### config.mk
export PLATFORM = sky130hd
export DESIGN_NAME = sar_conv_ctrl
export DESIGN_NICKNAME = d
export VERILOG_FILES = /design/src/rtl/sar_pkg.sv /design/src/rtl/sar_tad_timer.sv /design/src/rtl/sar_step_engine.sv /design/src/rtl/sar_justify.sv /design/src/rtl/sar_conv_ctrl.sv
export SDC_FILE = /design/constraint.sdc
export NUM_CORES = 1
export LEC_CHECK = 0
export ABC_AREA = 1
export BUFFER_PORTS_ARGS = -buffer_cell sky130_fd_sc_hd__buf_4
export CAP_MARGIN = 20
export CORE_ASPECT_RATIO = 0.9
export CORE_UTILIZATION = 50
export CTS_CLUSTER_SIZE = 25
export DETAILED_ROUTE_END_ITERATION = 10
export PLACE_DENSITY = 0.71
export SLEW_MARGIN = 25
export SYNTH_ARGS = -nofsm -noshare
export SYNTH_HDL_FRONTEND = slang
export SYNTH_SLANG_ARGS = --single-unit
### constraint.sdc
create_clock -name clk -period 1.7 [get_ports clk]
set_input_delay 0.255 -clock clk [delete_from_list [all_inputs] [get_ports clk]]
set_output_delay 0.255 -clock clk [all_outputs]
set_load 0.05 [all_outputs]
### src/rtl/sar_pkg.sv
package sar_pkg;
  localparam int RES_W = 10;
  localparam int REG_W = 8;

  localparam logic [1:0] A_CTRL = 2'd0;
  localparam logic [1:0] A_RHI  = 2'd1;
  localparam logic [1:0] A_RLO  = 2'd2;
  localparam logic [1:0] A_FLAG = 2'd3;

  localparam int B_GO  = 0;
  localparam int B_EN  = 1;
  localparam int B_FMT = 2;
  localparam int B_SEL = 3;

  typedef enum logic [1:0] {
    ST_IDLE   = 2'd0,
    ST_SETTLE = 2'd1,
    ST_CONV   = 2'd2
  } sar_state_t;
endpackage

### src/rtl/sar_tad_timer.sv
module sar_tad_timer #(
  parameter int DIV_LOG0 = 1,
  parameter int DIV_LOG1 = 3,
  parameter int DIV_LOG2 = 5
) (
  input  logic       clk,
  input  logic       rst,
  input  logic       clear,
  input  logic       run,
  input  logic [1:0] sel,
  output logic       tick
);
  localparam int CNT_W = DIV_LOG2;
  localparam logic [CNT_W-1:0] LAST0 = CNT_W'((1 << DIV_LOG0) - 1);
  localparam logic [CNT_W-1:0] LAST1 = CNT_W'((1 << DIV_LOG1) - 1);
  localparam logic [CNT_W-1:0] LAST2 = CNT_W'((1 << DIV_LOG2) - 1);

  logic [CNT_W-1:0] cnt_q;
  logic [CNT_W-1:0] last;

  always_comb begin
    case (sel)
      2'd0:    last = LAST0;
      2'd1:    last = LAST1;
      default: last = LAST2;
    endcase
  end

  assign tick = run && (cnt_q == last);

  always_ff @(posedge clk) begin
    if (rst || clear) begin
      cnt_q <= '0;
    end else if (run) begin
      cnt_q <= (cnt_q == last) ? '0 : cnt_q + 1'b1;
    end
  end
endmodule

### src/rtl/sar_step_engine.sv
module sar_step_engine
  import sar_pkg::*;
#(
  parameter int W = RES_W
) (
  input  logic         clk,
  input  logic         rst,
  input  logic         start,
  input  logic         abort,
  input  logic         tick,
  input  logic         cmp_in,
  output logic         busy,
  output logic         sh_closed,
  output logic [W-1:0] trial,
  output logic         done,
  output logic [W-1:0] word
);
  sar_state_t   st_q;
  logic [W-1:0] mask_q;
  logic [W-1:0] dac_q;
  logic [W-1:0] kept;
  logic         sh_q;

  assign kept      = cmp_in ? dac_q : (dac_q & ~mask_q);
  assign word      = kept;
  assign busy      = (st_q != ST_IDLE);
  assign sh_closed = sh_q;
  assign trial     = dac_q;
  assign done      = (st_q == ST_CONV) && tick && mask_q[0] && !abort;

  always_ff @(posedge clk) begin
    if (rst) begin
      st_q   <= ST_IDLE;
      mask_q <= '0;
      dac_q  <= '0;
      sh_q   <= 1'b1;
    end else if (abort) begin
      st_q   <= ST_IDLE;
      mask_q <= '0;
      dac_q  <= '0;
      sh_q   <= 1'b1;
    end else begin
      case (st_q)
        ST_IDLE: begin
          if (start) begin
            st_q <= ST_SETTLE;
            sh_q <= 1'b0;
          end
        end
        ST_SETTLE: begin
          if (tick) begin
            st_q   <= ST_CONV;
            mask_q <= {1'b1, {(W-1){1'b0}}};
            dac_q  <= {1'b1, {(W-1){1'b0}}};
          end
        end
        ST_CONV: begin
          if (tick) begin
            if (mask_q[0]) begin
              st_q   <= ST_IDLE;
              mask_q <= '0;
              dac_q  <= '0;
              sh_q   <= 1'b1;
            end else begin
              mask_q <= mask_q >> 1;
              dac_q  <= kept | (mask_q >> 1);
            end
          end
        end
        default: st_q <= ST_IDLE;
      endcase
    end
  end
endmodule

### src/rtl/sar_justify.sv
module sar_justify #(
  parameter int RW = 10,
  parameter int BW = 8
) (
  input  logic [RW-1:0] res,
  input  logic          right,
  output logic [BW-1:0] hi,
  output logic [BW-1:0] lo
);
  localparam int PAD = 2*BW - RW;
  logic [2*BW-1:0] pair;

  generate
    if (PAD > 0) begin : g_pad
      assign pair = right ? {{PAD{1'b0}}, res} : {res, {PAD{1'b0}}};
    end else begin : g_nopad
      assign pair = res[RW-1 -: 2*BW];
    end
  endgenerate

  assign hi = pair[2*BW-1:BW];
  assign lo = pair[BW-1:0];
endmodule

### src/rtl/sar_conv_ctrl.sv
module sar_conv_ctrl
  import sar_pkg::*;
#(
  parameter int DIV_LOG0 = 1,
  parameter int DIV_LOG1 = 3,
  parameter int DIV_LOG2 = 5
) (
  input  logic             clk,
  input  logic             rst,
  input  logic             wr_en,
  input  logic [1:0]       addr,
  input  logic [REG_W-1:0] wr_data,
  output logic [REG_W-1:0] rd_data,
  output logic             go_busy,
  output logic             irq_flag,
  output logic             sample_closed,
  output logic [RES_W-1:0] dac_code,
  input  logic             cmp_in
);
  logic             en_q, fmt_q, flag_q;
  logic [1:0]       sel_q, conv_sel_q;
  logic [REG_W-1:0] res_hi_q, res_lo_q;
  logic             wr_ctrl, start_acc, abort, tick, conv_done;
  logic [RES_W-1:0] conv_word;
  logic [REG_W-1:0] fmt_hi, fmt_lo;

  assign wr_ctrl   = wr_en && (addr == A_CTRL);
  assign start_acc = wr_ctrl && wr_data[B_GO] && wr_data[B_EN] && en_q && !go_busy;
  assign abort     = wr_ctrl && go_busy && !(wr_data[B_GO] && wr_data[B_EN]);

  sar_tad_timer #(
    .DIV_LOG0(DIV_LOG0), .DIV_LOG1(DIV_LOG1), .DIV_LOG2(DIV_LOG2)
  ) u_timer (
    .clk(clk), .rst(rst), .clear(start_acc), .run(go_busy),
    .sel(conv_sel_q), .tick(tick)
  );

  sar_step_engine #(.W(RES_W)) u_engine (
    .clk(clk), .rst(rst), .start(start_acc), .abort(abort), .tick(tick),
    .cmp_in(cmp_in), .busy(go_busy), .sh_closed(sample_closed),
    .trial(dac_code), .done(conv_done), .word(conv_word)
  );

  sar_justify #(.RW(RES_W), .BW(REG_W)) u_fmt (
    .res(conv_word), .right(fmt_q), .hi(fmt_hi), .lo(fmt_lo)
  );

  always_ff @(posedge clk) begin
    if (rst) begin
      en_q       <= 1'b0;
      fmt_q      <= 1'b0;
      sel_q      <= 2'd0;
      conv_sel_q <= 2'd0;
      res_hi_q   <= '0;
      res_lo_q   <= '0;
      flag_q     <= 1'b0;
    end else begin
      if (wr_ctrl) begin
        en_q  <= wr_data[B_EN];
        fmt_q <= wr_data[B_FMT];
        sel_q <= wr_data[B_SEL +: 2];
      end
      if (start_acc) conv_sel_q <= wr_data[B_SEL +: 2];
      if (wr_en && addr == A_RHI) res_hi_q <= wr_data;
      if (wr_en && addr == A_RLO) res_lo_q <= wr_data;
      if (conv_done) begin
        res_hi_q <= fmt_hi;
        res_lo_q <= fmt_lo;
      end
      if (wr_en && addr == A_FLAG) flag_q <= wr_data[0];
      if (conv_done) flag_q <= 1'b1;
    end
  end

  assign irq_flag = flag_q;

  always_comb begin
    case (addr)
      A_CTRL:  rd_data = {{(REG_W-5){1'b0}}, sel_q, fmt_q, en_q, go_busy};
      A_RHI:   rd_data = res_hi_q;
      A_RLO:   rd_data = res_lo_q;
      default: rd_data = {{(REG_W-1){1'b0}}, flag_q};
    endcase
  end
endmodule

==> metrics.md <==
| Metric | Value |
|---|---|
| Status | `complete, no violations` |
| Initial antenna violation count | `0` |
| Netlist cell types | `34` |
| Synth Flop Type | `dfxtp_1` |
| Yosys top cell area share | `39.1%` |
| Post-synth EDFFs | `0` |
| Setup CP Type | `reg2reg` |
| Slew Viols, Final | `0` |
| Design area | `0.00317 mm²` |
| Area Growth Syn to Fin | `21.4%` |
| Global Route Usage Sum | `24.7%` |
| Post-Synthesis Cells | `374` |
| CP Data Required Time | `1.90 ns` |
| CTS HTree Levels | `2` |
| Sink Count | `51` |
| Core ar. | `just under 0.005 mm²` |
| Setup TNS | `0 ns` |
| Max VDD drop | `481 µV` |
| Fmax | `~0.62 GHz` |
| CTS Buf Count | `5` |
| Top-level port count | `35` |
| Commonest non-fill, non-tap cell in the layout | `nand2_1` |
| Die width | `approximately 78 µm` |
| HP Class | `in2reg` |
| Drt first-iter violations | `about 150` |
| Final antenna-violating net count | `0` |
| # port buffers | `34` |
| Initial Utilization | `53.0%` |
| Hold_buf cts | `0` |
| Post-synthesis sequential area ratio | `39.1%` |
| Leading area contributor after synthesis | `dfxtp_1` |
| Fin. Hold Viols | `0` |
| CP startpoint kind | `flip-flop` |
| Clock skew | `0.00577 ns` |
| Clock transition at path regs | `0.09 ns` |
| RSZ-0062 raised after global routing | `true` |
| Via density | `5.29` |
| Actual slew at the worst max-slew pin | `0.646 ns` |
| Root Buffer | `clkbuf_8` |
| Antenna Cells | `0` |
| Worst setup EP type | `flip-flop` |
| Yosys reg bits | `51` |
| Worst skew pair latency | `0.31 ns` |
| Overflow after GRT | `0` |
| Routed Wire Length | `6690 µm` |
| CP Max Fanout | `15` |
| Maximum clock path buffer count | `2` |
| Syn Area/Cell | `6.98 µm²` |
| Final period utilization | `a little over nine tenths` |
| Post_cts resized | `0` |
| Nets | `442` |
| Site Rows | `24` |
| Final RePlAce weighted congestion | `a little over 0.8` |
| Post-synth ARST share | `0%` |
| Syn_nets | `389` |
| Synth warn | `0` |
| Routed vias | `2,607` |
| Leakage Power | `1.38 nW` |
| CTS tree | `yes` |
| Endpoints failing setup | `0` |
| Post-DP Area | `a little over 0.003 mm²` |
| Vias in the first global route | `2,349` |
| Residual DRC count | `0` |
| Die ar. | `approximately 0.0055 mm²` |
| Wirelength per Cell | `13.6 µm` |
| CP arrival | `~1.8 ns` |
| Postcts setup bufs | `0` |
| TritonRoute pass-1 iters | `6` |
| Slew margin rel. | `56.9%` |
| Most frequent cells in the layout | `nand2_1, buf_4, dfxtp_1` |
| Largest net degree at the start of global routing | `24` |
| Largest cells by area after synthesis | `dfxtp_1, nand2_1, nor2_1` |
| P per Cell Area | `744 mW/mm²` |
| First-pass GRT wire length | `10,700 µm` |
| Synthesized area | `0.00261 mm²` |
| Die H | `70.5 µm` |
| Max-cap violation count | `0` |
| Tmin final | `1.61 ns` |
| Worst reg2reg setup slack | `between 0.08 and 0.09 ns` |
| Layout cells sized above 1 | `21.5%` |
| DP HPWL | `around 5000 µm` |
-- report_power, final --
part / switching, mW / total [mW] / internal [mW]
Combinational: 0.171 / 0.263 / 0.0924
Sequential: 0.0139 / 1.24 / 1.22
Clock: 0.421 / 0.860 / 0.439
-- cells by family after synthesis --
family / Yosys count / share of synthesized area, %
DFF: 51 / 39.1
muxes: 1 / 0.384
adders and majority gates: 1 / 0.479
xor gates and xnor gates: 4 / 1.34
and+or+nand+nor: 174 / 31.7
buffers and inverters: 55 / 8.63
AOI/OAI and AO/OA: 88 / 18.4
-- worst max-delay path, cell delays in order (launching register included) --
cell     delay, ns
dfxtp_1       0.39
nand2_1       0.07
inv_1         0.07
nand2_1       0.05
nand2_1       0.07
nand2_2       0.06
nor2_4        0.18
o21ai_2       0.22
o21ai_2       0.30
nor2_1        0.09
-- cell type report --
cell class,count,area [µm²]
repair buffers,56,420
multi-input cells,268,1360
inverters,45,169
fillers,478,1760
clock buffers,5,68.8
flip-flops and latches,51,1020
clock inverters,3,43.8
well taps,65,81.3
-- layer usage --
metal / share of wire, % / vias up / global-route usage (%)
li1: - / 1344 / -
met1: 48 / 1172 / 33.2
met2: 45 / 79 / 41.1
met3: 5.8 / 12 / 4.13
met4: 1.5 / 0 / 7.00
met5: 0 / - / 0
-- Yosys cell counts, types with 5 or more instances --
master and instances:
a21oi_1 27, a22oi_1 5, dfxtp_1 51, inv_1 37, inv_2 6, nand2_1 76, nand3_1 22, nand4_1 10
nor2_1 44, nor3_2 5, o21ai_0 29, o21ai_1 19
-- flip-flops by register name (all words and copies together) (netlist names), 2 cells and up --
name / flops
u_engine.mask_q: 10
u_engine.trial: 10
res_hi_q: 8
res_lo_q: 8
u_timer.cnt_q: 5
conv_sel_q: 2
sel_q: 2
u_engine.st_q: 2
-- worst paths after layout --
check                                        from                               to  cells after the start
setup reg to reg    u_timer.cnt_q[3]$_SDFFE_PP0N_  u_engine.mask_q[6]$_SDFFE_PP0P_                      9
hold reg to reg   u_engine.mask_q[3]$_SDFFE_PP0P_  u_engine.mask_q[2]$_SDFFE_PP0P_                      2
setup / recovery    u_timer.cnt_q[3]$_SDFFE_PP0N_  u_engine.mask_q[6]$_SDFFE_PP0P_                      9
hold / removal                                rst            irq_flag$_SDFFE_PP0P_                      2
-- stage by stage --
| step | std cells | setup slack [ns] | total power [mW] | hold WS [ns] | util [%] |
|---|---|---|---|---|---|
| floorplan | 374 | 0.163 | 1.42 | 0.324 | - |
| global placement | 485 | 0.0839 | 1.52 | 0.440 | 62.0 |
| detailed placement | 485 | 0.0910 | 1.53 | 0.433 | 62.0 |
| CTS | 493 | 0.0799 | 2.38 | 0.102 | 64.3 |
| global route | 493 | -0.0235 | 2.45 | 0.112 | 64.4 |
| finish | 493 | 0.0877 | 2.36 | 0.104 | 64.4 |
No activity file was read; power rests on OpenSTA's default activity.
